### config.mk
export PLATFORM = sky130hd
export DESIGN_NAME = ip_l4_sanity
export DESIGN_NICKNAME = d
export VERILOG_FILES = /design/src/rtl/pkt_hdr_pkg.sv /design/src/rtl/hdr_field_capture.sv /design/src/rtl/ones_sum_acc.sv /design/src/rtl/exc_resolver.sv /design/src/rtl/ip_l4_sanity.sv
export SDC_FILE = /design/constraint.sdc
export NUM_CORES = 1
export LEC_CHECK = 0
export CAP_MARGIN = 20
export CORE_MARGIN = 2
export CORE_UTILIZATION = 67
export CTS_CLUSTER_SIZE = 25
export DETAILED_ROUTE_END_ITERATION = 10
export DONT_BUFFER_PORTS = 1
export GPL_TIMING_DRIVEN = 1
export PLACE_DENSITY = 0.83
export SLEW_MARGIN = 30
export SYNTH_ARGS = -nofsm -noshare
export SYNTH_HDL_FRONTEND = slang
export SYNTH_HIERARCHICAL = 1
export SYNTH_SLANG_ARGS = --single-unit
### constraint.sdc
create_clock -name clk -period 8.2 [get_ports clk]
set_input_delay 1.64 -clock clk [delete_from_list [all_inputs] [get_ports clk]]
set_output_delay 1.64 -clock clk [all_outputs]
set_load 0.005 [all_outputs]
### src/rtl/pkt_hdr_pkg.sv
// Shared constants, field view and code encodings for the header sanity checker.
// Assumes big-endian network byte order and one byte per accepted beat.
package pkt_hdr_pkg;

    localparam int LEN_W          = 16;  // width of byte counts and length fields
    localparam int NIB_W          = 4;
    localparam int MIN_IHL        = 5;
    localparam int V6_FIXED_BYTES = 40;
    localparam int TCP_HDR_BYTES  = 20;
    localparam int UDP_HDR_BYTES  = 8;
    localparam int PROTO_TCP      = 6;
    localparam int PROTO_UDP      = 17;
    localparam int TCP_FLAG_OFS   = 13;

    typedef enum logic [2:0] {
        IPX_NONE      = 3'd0,
        IPX_VERSION   = 3'd1,
        IPX_CSUM      = 3'd2,
        IPX_HDR_SHORT = 3'd3,
        IPX_PKT_SHORT = 3'd4,
        IPX_TTL       = 3'd5,
        IPX_OPTS      = 3'd6
    } ip_exc_e;

    typedef enum logic [3:0] {
        L4X_NONE     = 4'd0,
        L4X_SHORT    = 4'd1,
        L4X_LEN      = 4'd3,
        L4X_PORT     = 4'd4,
        L4X_FIN_ONLY = 4'd8,
        L4X_NO_FLAGS = 4'd9,
        L4X_FIN_RST  = 4'd10,
        L4X_SYN_URG  = 4'd11,
        L4X_SYN_RST  = 4'd12,
        L4X_SYN_FIN  = 4'd13
    } l4_err_e;

    // Fields gathered from one packet, plus the number of bytes seen.
    typedef struct packed {
        logic [NIB_W-1:0] ver;
        logic [NIB_W-1:0] ihl;
        logic [LEN_W-1:0] tot_len;
        logic             more_frags;
        logic [12:0]      frag_off;
        logic [7:0]       ttl;
        logic [7:0]       hop;
        logic [7:0]       proto;
        logic [15:0]      src_port;
        logic [15:0]      dst_port;
        logic [15:0]      udp_len;
        logic [7:0]       tcp_flags;
        logic [LEN_W-1:0] nbytes;
    } hdr_view_t;

endpackage

### src/rtl/hdr_field_capture.sv
// Tracks the byte position within the current packet and latches the header
// fields the checks need. Assumes the stream starts at byte 0 of the network
// header; the first valid beat after reset or after a last beat is byte 0.
// The byte count saturates at its maximum value.
module hdr_field_capture
    import pkt_hdr_pkg::*;
(
    input  logic             clk,
    input  logic             rst_n,
    input  logic             in_valid,
    input  logic [7:0]       in_byte,
    input  logic             in_last,
    output hdr_view_t        view,
    output logic [LEN_W-1:0] cur_pos,
    output logic             pkt_start
);
    localparam logic [LEN_W-1:0] POS_MAX = '1;

    logic             in_pkt;
    hdr_view_t        view_nxt;
    logic [LEN_W-1:0] hdr_len;
    logic [LEN_W-1:0] l4_off;
    logic             l4_zone;

    assign pkt_start = !in_pkt;
    assign cur_pos   = in_pkt ? view.nbytes : '0;
    assign hdr_len   = LEN_W'({view.ihl, 2'b00});
    assign l4_off    = cur_pos - hdr_len;
    assign l4_zone   = in_pkt && (view.ihl >= NIB_W'(MIN_IHL)) && (cur_pos >= hdr_len);

    // Merge the current byte into the field view at its header position.
    always_comb begin
        view_nxt        = pkt_start ? '0 : view;
        view_nxt.nbytes = (cur_pos == POS_MAX) ? POS_MAX : cur_pos + 1'b1;
        case (cur_pos)
            LEN_W'(0): begin
                view_nxt.ver = in_byte[7:4];
                view_nxt.ihl = in_byte[3:0];
            end
            LEN_W'(2): view_nxt.tot_len[15:8] = in_byte;
            LEN_W'(3): view_nxt.tot_len[7:0]  = in_byte;
            LEN_W'(6): begin
                view_nxt.more_frags      = in_byte[5];
                view_nxt.frag_off[12:8]  = in_byte[4:0];
            end
            LEN_W'(7): begin
                view_nxt.frag_off[7:0] = in_byte;
                view_nxt.hop           = in_byte;
            end
            LEN_W'(8): view_nxt.ttl   = in_byte;
            LEN_W'(9): view_nxt.proto = in_byte;
            default: ;
        endcase
        if (l4_zone) begin
            case (l4_off)
                LEN_W'(0): view_nxt.src_port[15:8] = in_byte;
                LEN_W'(1): view_nxt.src_port[7:0]  = in_byte;
                LEN_W'(2): view_nxt.dst_port[15:8] = in_byte;
                LEN_W'(3): view_nxt.dst_port[7:0]  = in_byte;
                LEN_W'(4): view_nxt.udp_len[15:8]  = in_byte;
                LEN_W'(5): view_nxt.udp_len[7:0]   = in_byte;
                LEN_W'(TCP_FLAG_OFS): view_nxt.tcp_flags = in_byte;
                default: ;
            endcase
        end
    end

    // Advance the packet state on every accepted beat.
    always_ff @(posedge clk) begin
        if (!rst_n) begin
            in_pkt <= 1'b0;
            view   <= '0;
        end else if (in_valid) begin
            in_pkt <= !in_last;
            view   <= view_nxt;
        end
    end


    count_step_chk: assert property (@(posedge clk) disable iff (!rst_n)
        (in_valid && !pkt_start && view.nbytes != POS_MAX)
        |=> view.nbytes == $past(view.nbytes) + 1'b1);

endmodule

### src/rtl/ones_sum_acc.sv
// Running ones-complement sum of 16-bit words built from a byte stream.
// A byte is added to the high or the low lane; the carry wraps around.
// Assumes the first byte of each sum is loaded into the high lane.
module ones_sum_acc #(
    parameter int SUM_W  = 16,
    parameter int BYTE_W = 8
) (
    input  logic             clk,
    input  logic             rst_n,
    input  logic             load,
    input  logic             add,
    input  logic             hi_lane,
    input  logic [BYTE_W-1:0] data,
    output logic [SUM_W-1:0] sum
);
    localparam int PAD_W = SUM_W - BYTE_W;

    logic [SUM_W-1:0] addend;
    logic [SUM_W:0]   raw;
    logic [SUM_W-1:0] folded;

    assign addend = hi_lane ? {data, {PAD_W{1'b0}}} : {{PAD_W{1'b0}}, data};
    assign raw    = {1'b0, sum} + {1'b0, addend};
    assign folded = raw[SUM_W-1:0] + SUM_W'(raw[SUM_W]);

    // Start a new sum or fold in one more byte.
    always_ff @(posedge clk) begin
        if (!rst_n)    sum <= '0;
        else if (load) sum <= addend;
        else if (add)  sum <= folded;
    end


    sum_keeps_nonzero_chk: assert property (@(posedge clk) disable iff (!rst_n)
        (add && !load && sum != '0) |=> sum != '0);

endmodule

### src/rtl/exc_resolver.sv
// Combinational classification of a captured packet into one network-layer
// code and one transport-layer code, each by fixed priority.
// Assumes the view is complete, i.e. the last byte has been captured.
module exc_resolver
    import pkt_hdr_pkg::*;
(
    input  hdr_view_t  view,
    input  logic       csum_ok,
    output logic [2:0] ip_code,
    output logic [3:0] l4_code
);
    logic [LEN_W-1:0] hdr_len;
    logic [LEN_W:0]   need_len;
    logic [LEN_W-1:0] payload;
    logic             is_v4;
    logic             is_v6;
    logic             is_tcp;
    logic             is_udp;
    logic             l4_run;
    logic [7:0]       fl;

    assign hdr_len  = LEN_W'({view.ihl, 2'b00});
    assign is_v4    = view.ver == NIB_W'(4);
    assign is_v6    = view.ver == NIB_W'(6);
    assign is_tcp   = view.proto == 8'(PROTO_TCP);
    assign is_udp   = view.proto == 8'(PROTO_UDP);
    assign need_len = {1'b0, hdr_len} +
                      (is_tcp ? (LEN_W+1)'(TCP_HDR_BYTES) : (LEN_W+1)'(UDP_HDR_BYTES));
    assign payload  = view.tot_len - hdr_len;
    assign fl       = view.tcp_flags;

    // Network-layer code, lowest valid priority first.
    always_comb begin
        ip_code = IPX_NONE;
        if (!is_v4 && !is_v6)
            ip_code = IPX_VERSION;
        else if (is_v6) begin
            if (view.nbytes < LEN_W'(V6_FIXED_BYTES)) ip_code = IPX_HDR_SHORT;
            else if (view.hop == 8'd0)                ip_code = IPX_TTL;
        end else begin
            if (view.ihl < NIB_W'(MIN_IHL) || view.nbytes < hdr_len) ip_code = IPX_HDR_SHORT;
            else if (!csum_ok)                                      ip_code = IPX_CSUM;
            else if (view.nbytes < view.tot_len)                    ip_code = IPX_PKT_SHORT;
            else if (view.ttl == 8'd0)                              ip_code = IPX_TTL;
            else if (view.ihl > NIB_W'(MIN_IHL))                    ip_code = IPX_OPTS;
        end
    end

    assign l4_run = is_v4 && (ip_code == IPX_NONE || ip_code == IPX_TTL || ip_code == IPX_OPTS)
                    && (is_tcp || is_udp) && !view.more_frags && view.frag_off == '0;

    // Transport-layer code: malformation, length, ports, then TCP flags.
    always_comb begin
        l4_code = L4X_NONE;
        if (l4_run) begin
            if ({1'b0, view.tot_len} < need_len)                 l4_code = L4X_SHORT;
            else if (is_udp && view.udp_len != payload)          l4_code = L4X_LEN;
            else if (view.src_port == '0 || view.dst_port == '0) l4_code = L4X_PORT;
            else if (is_tcp) begin
                if (fl == 8'h01)              l4_code = L4X_FIN_ONLY;
                else if (fl == 8'h00)         l4_code = L4X_NO_FLAGS;
                else if (fl[0] && fl[2])      l4_code = L4X_FIN_RST;
                else if (fl[1] && fl[5])      l4_code = L4X_SYN_URG;
                else if (fl[1] && fl[2])      l4_code = L4X_SYN_RST;
                else if (fl[1] && fl[0])      l4_code = L4X_SYN_FIN;
            end
        end
    end

endmodule

### src/rtl/ip_l4_sanity.sv
// Top of the header sanity checker: captures fields, sums the IPv4 header,
// then one cycle after the last byte registers both codes and pulses done.
// Assumes the upstream never sends a byte before byte 0 of a packet.
module ip_l4_sanity
    import pkt_hdr_pkg::*;
(
    input  logic       clk,
    input  logic       rst_n,
    input  logic       in_valid,
    input  logic [7:0] in_byte,
    input  logic       in_last,
    output logic [2:0] ip_code,
    output logic [3:0] l4_code,
    output logic       done
);
    localparam logic [15:0] SUM_GOOD = 16'hFFFF;

    hdr_view_t        view;
    logic [LEN_W-1:0] cur_pos;
    logic             pkt_start;
    logic [15:0]      hdr_sum;
    logic             sum_add;
    logic             eval_q;
    logic [2:0]       ip_c;
    logic [3:0]       l4_c;

    hdr_field_capture u_cap (
        .clk       (clk),
        .rst_n     (rst_n),
        .in_valid  (in_valid),
        .in_byte   (in_byte),
        .in_last   (in_last),
        .view      (view),
        .cur_pos   (cur_pos),
        .pkt_start (pkt_start)
    );

    assign sum_add = in_valid && !pkt_start && (cur_pos < LEN_W'({view.ihl, 2'b00}));

    ones_sum_acc #(.SUM_W(16), .BYTE_W(8)) u_sum (
        .clk     (clk),
        .rst_n   (rst_n),
        .load    (in_valid && pkt_start),
        .add     (sum_add),
        .hi_lane (!cur_pos[0]),
        .data    (in_byte),
        .sum     (hdr_sum)
    );

    exc_resolver u_res (
        .view    (view),
        .csum_ok (hdr_sum == SUM_GOOD),
        .ip_code (ip_c),
        .l4_code (l4_c)
    );

    // Evaluate one cycle after the last byte, then hold until the next packet.
    always_ff @(posedge clk) begin
        if (!rst_n) begin
            eval_q  <= 1'b0;
            done    <= 1'b0;
            ip_code <= '0;
            l4_code <= '0;
        end else begin
            eval_q <= in_valid && in_last;
            done   <= eval_q;
            if (eval_q) begin
                ip_code <= ip_c;
                l4_code <= l4_c;
            end
        end
    end


    done_latency_chk: assert property (@(posedge clk) disable iff (!rst_n)
        (in_valid && in_last) |=> ##1 done);


    codes_hold_chk: assert property (@(posedge clk) disable iff (!rst_n)
        !done |-> ($stable(ip_code) && $stable(l4_code)));


    l4_gate_chk: assert property (@(posedge clk) disable iff (!rst_n)
        (done && ip_code >= 3'd1 && ip_code <= 3'd4) |-> l4_code == 4'd0);


    l4_legal_chk: assert property (@(posedge clk) disable iff (!rst_n)
        done |-> (l4_code inside {4'd0, 4'd1, 4'd3, 4'd4, [4'd8:4'd13]}));


    ip_range_chk: assert property (@(posedge clk) disable iff (!rst_n)
        done |-> ip_code <= 3'd6);

endmodule

==> results by group <==
Critical path
  • Worst Setup Path Type: reg -> reg
  • CP bufs+invs: 2
  • CP top delay family: simple AND/OR/NAND/NOR gates
  • Worst EP arrival: 5.86 ns
  • Worst setup EP type: flip-flop
  • Critical path startpoint category: flip-flop
  • Max incr delay on CP: around 0.7 ns
  • Critical path, cell by cell: nand2_1, inv_1, inv_1, nor2b_1, ha_1, fa_1, a211oi_1, o211a_1, or2_1, a21oi_1, o21ai_0, a21oi_1, o21ai_0, nand2b_1, ha_1, ha_1, and2_1, nand2_1, nor4_1, nand4_1, xnor2_1, a211o_1, a21oi_1
  • CP max-delay cell: dfxtp_4
  • Worst EP required: ~8.6 ns
  • Worst-path fanout max: 47

Clock tree
  • Clock Tree Buf Depth: 2
  • Post-CTS Hold Fix Bufs: 0
  • Post-CTS setup buffer count: 0
  • CTS sink cnt: roughly 150
  • Root Driver: clkbuf_16
  • Post-CTS sizing: 0
  • CTS tree: yes
  • Clock slew at reported path FFs: ~0.07 ns
  • Worst-skew pair later-pin latency: ~0.43 ns
  • CTS HTree Levels: 4
  • TritonCTS Buffers: 17

Synthesis
  • Netlist Area Pre-Place: 0.0111 sq mm
  • Syn Nets: between 1000 and 1500
  • Post-synth EDFFs: 0
  • #FFs+latches synth: 152
  • Dominant cell type by area after synthesis: dfxtp_1
  • Main synth FF type: dfxtp_1
  • Ys async rst share: 0%
  • Syn_area_per_cell: around 8.0 sq um
  • Synth cell types: 99
  • Syn Inst Count: between 1000 and 1500
  • Synth top area cells: dfxtp_1 (28%), nor2b_1 (7.3%), ha_1 (6.6%), a21oi_1 (5.7%), o31a_1 (4.4%)
  • Ys Warns: 6
  • Share of the synthesized area in the top cell type: between 20% and 30%
  • Seq/Total Area, Yosys: between 20% and 30%

Floorplan
  • # IOs: 20
  • Core area: approximately 0.016 sq mm
  • Starting density of the core: 69.1%
  • Die Area: approximately 0.018 sq mm
  • Rows: 46
  • Die H: between 100 and 150 microns
  • Die width: between 100 and 150 microns

Power and ir drop
  • Worst VDD drop: 0.167 mV
  • Pwr Total: around 1900 uW
  • PD cells: ~160 mW/mm^2
  • P_leak: about 0.0043 uW

Placed design
  • Pre-CTS setup slack: 2.66 ns
  • HPWL Detailed: roughly 22000 microns
  • Placer Congestion: around 1.0
  • Buffers added on ports: 0

Layout
  • Most frequent cells in the layout: dfxtp_1 (151), nor2b_1 (129), a21oi_1 (126)
  • Most common cell after layout, fill and taps aside: dfxtp_1
  • Layout cells sized above 1: approximately 6.0%
  • Fin nets: roughly 1400
  • Diodes inserted: 0
  • Area Overhead vs Synth: 4.96%

Route
  • Post-DRT Antenna Nets: 0
  • First-pass DRT Iterations: 8
  • Via count: roughly 11000
  • Vias/cell: 6.82
  • Routed len/inst: about 20 microns
  • Drt initial violations: about 1200
  • # DRC: 0
  • Final WL: approximately 32000 microns

Timing
  • Max-slew headroom: slightly above 30%
  • Clock Skew: 0.0122 ns
  • RSZ-0062 raised after global routing: false
  • Tmin final: approximately 5.5 ns
  • Crit share post-route: about two thirds
  • Fin. max-slew vios: 0
  • Max Fclk: about 180 MHz
  • Hold violation count in the final report: 0
  • Worst setup margin: between 2 and 3 ns
  • Worst Tran Pin Value: between 1 and 1.5 ns
  • Setup tns final: 0 ns
  • Setup violations, final: 0

GRT
  • Pin count of the biggest net entering global routing: about 140
  • GR Util met3: 6.09%
  • First-pass GRT wire length: approximately 50000 microns
  • Global route hottest layer: met2
  • Total gr overflow: 0
  • Initial antenna violation count: 0
  • Met1 global-route usage: a little under half
  • Total GRT Usage: between 30% and 40%
  • Vias in the first global route: slightly below 10000
  • GR Util met2: a little over half

Hold path
  • Worst min path class: reg -> reg

Run status
  • Status: finished clean

Flow run
  • MaxCap Viol Count: 0
-- power breakdown --
| group | internal, uW | switching (uW) | total, uW |
|---|---|---|---|
| clock | 403 | 361 | 763 |
| sequential | 751 | 28.0 | 779 |
| combinational | 114 | 213 | 327 |
| total | 1270 | 601 | 1870 |
-- sequential cells by signal (all words and copies together) (netlist names) --
name,count
done,1
l4_code,4
eval_q,1
u_cap/in_pkt,1
u_cap/view,126
ip_code,3
u_sum/sum,16
-- tightest hold or removal path, delay by kind of cell (launching register included) --
| kind | cells | cell delay [ns] |
|---|---|---|
| DFF | 1 | 0.33 |
| and+or+nand+nor | 1 | 0.09 |
| AOI/OAI and AO/OA | 1 | 0.06 |
-- per-stage QoR --
stage	cell area [sq um]	util [%]	hold WS [ns]	cells
2_1_floorplan	11100	-	0.477	1380
5_1_grt	11600	72.5	0.548	1554
4_1_cts	11600	72.5	0.522	1554
6_report	11600	72.5	0.524	1554
3_3_place_gp	11000	68.9	0.493	1522
3_5_place_dp	11000	69.0	0.507	1522
-- path summary, 6_finish.rpt --
kind	start	endpoint	slack, ns	depth (start not counted)
worst max-delay path	u_cap/in_pkt	u_sum/sum[10]	2.69	23
worst min-delay path	u_cap/view[105]	u_cap/view[105]	0.52	2
worst max register to register	u_cap/in_pkt	u_sum/sum[10]	2.69	23
worst min register to register	u_cap/view[105]	u_cap/view[105]	0.52	2
-- synthesized netlist by cell type (all sizes together) (14+ instances only) --
library cell and count:
dfxtp 152, nor2b 130, a21oi 126, nand2 124, nor3 73, nor2 62, ha 58, inv 58
o31a 57, clkbuf 54, o21ai 54, a22oi 41, and2 38, nor4 35, xnor2 31, buf 24
nand3 23, xor2 17, a21o 14, nand4 14
-- metal layers --
layer | up-vias | part of all wire (%)
met5 | - | 0
met2 | 517 | 45
li1 | 4956 | -
met1 | 5026 | 42
met3 | 104 | 8.2
met4 | 0 | 5.2
-- logic make-up (layout without fill, tap and decap cells) --
family	count (synthesis)	in the layout	synth area share, %
adder cells (fa/ha/maj)	62	62	7.29
multiplexers	14	14	1.40
AO/OA/AOI/OAI	404	404	26.6
AND/OR/NAND/NOR	562	562	27.9
XOR/XNOR	49	49	4.18
flip-flops	152	152	27.5
buffers and inverters	137	95	5.18
-- layout make-up --
type / count / area (sq um)
Timing Repair Buffer: 4 / 30.0
Tap cell: 216 / 270
Inverter: 59 / 221
Multi-Input combinational cell: 1091 / 7470
Sequential cell: 152 / 3050
Fill cell: 1267 / 4400
Clock buffer: 18 / 429
Clock inverter: 14 / 133
(Power assumes the default switching activity.)
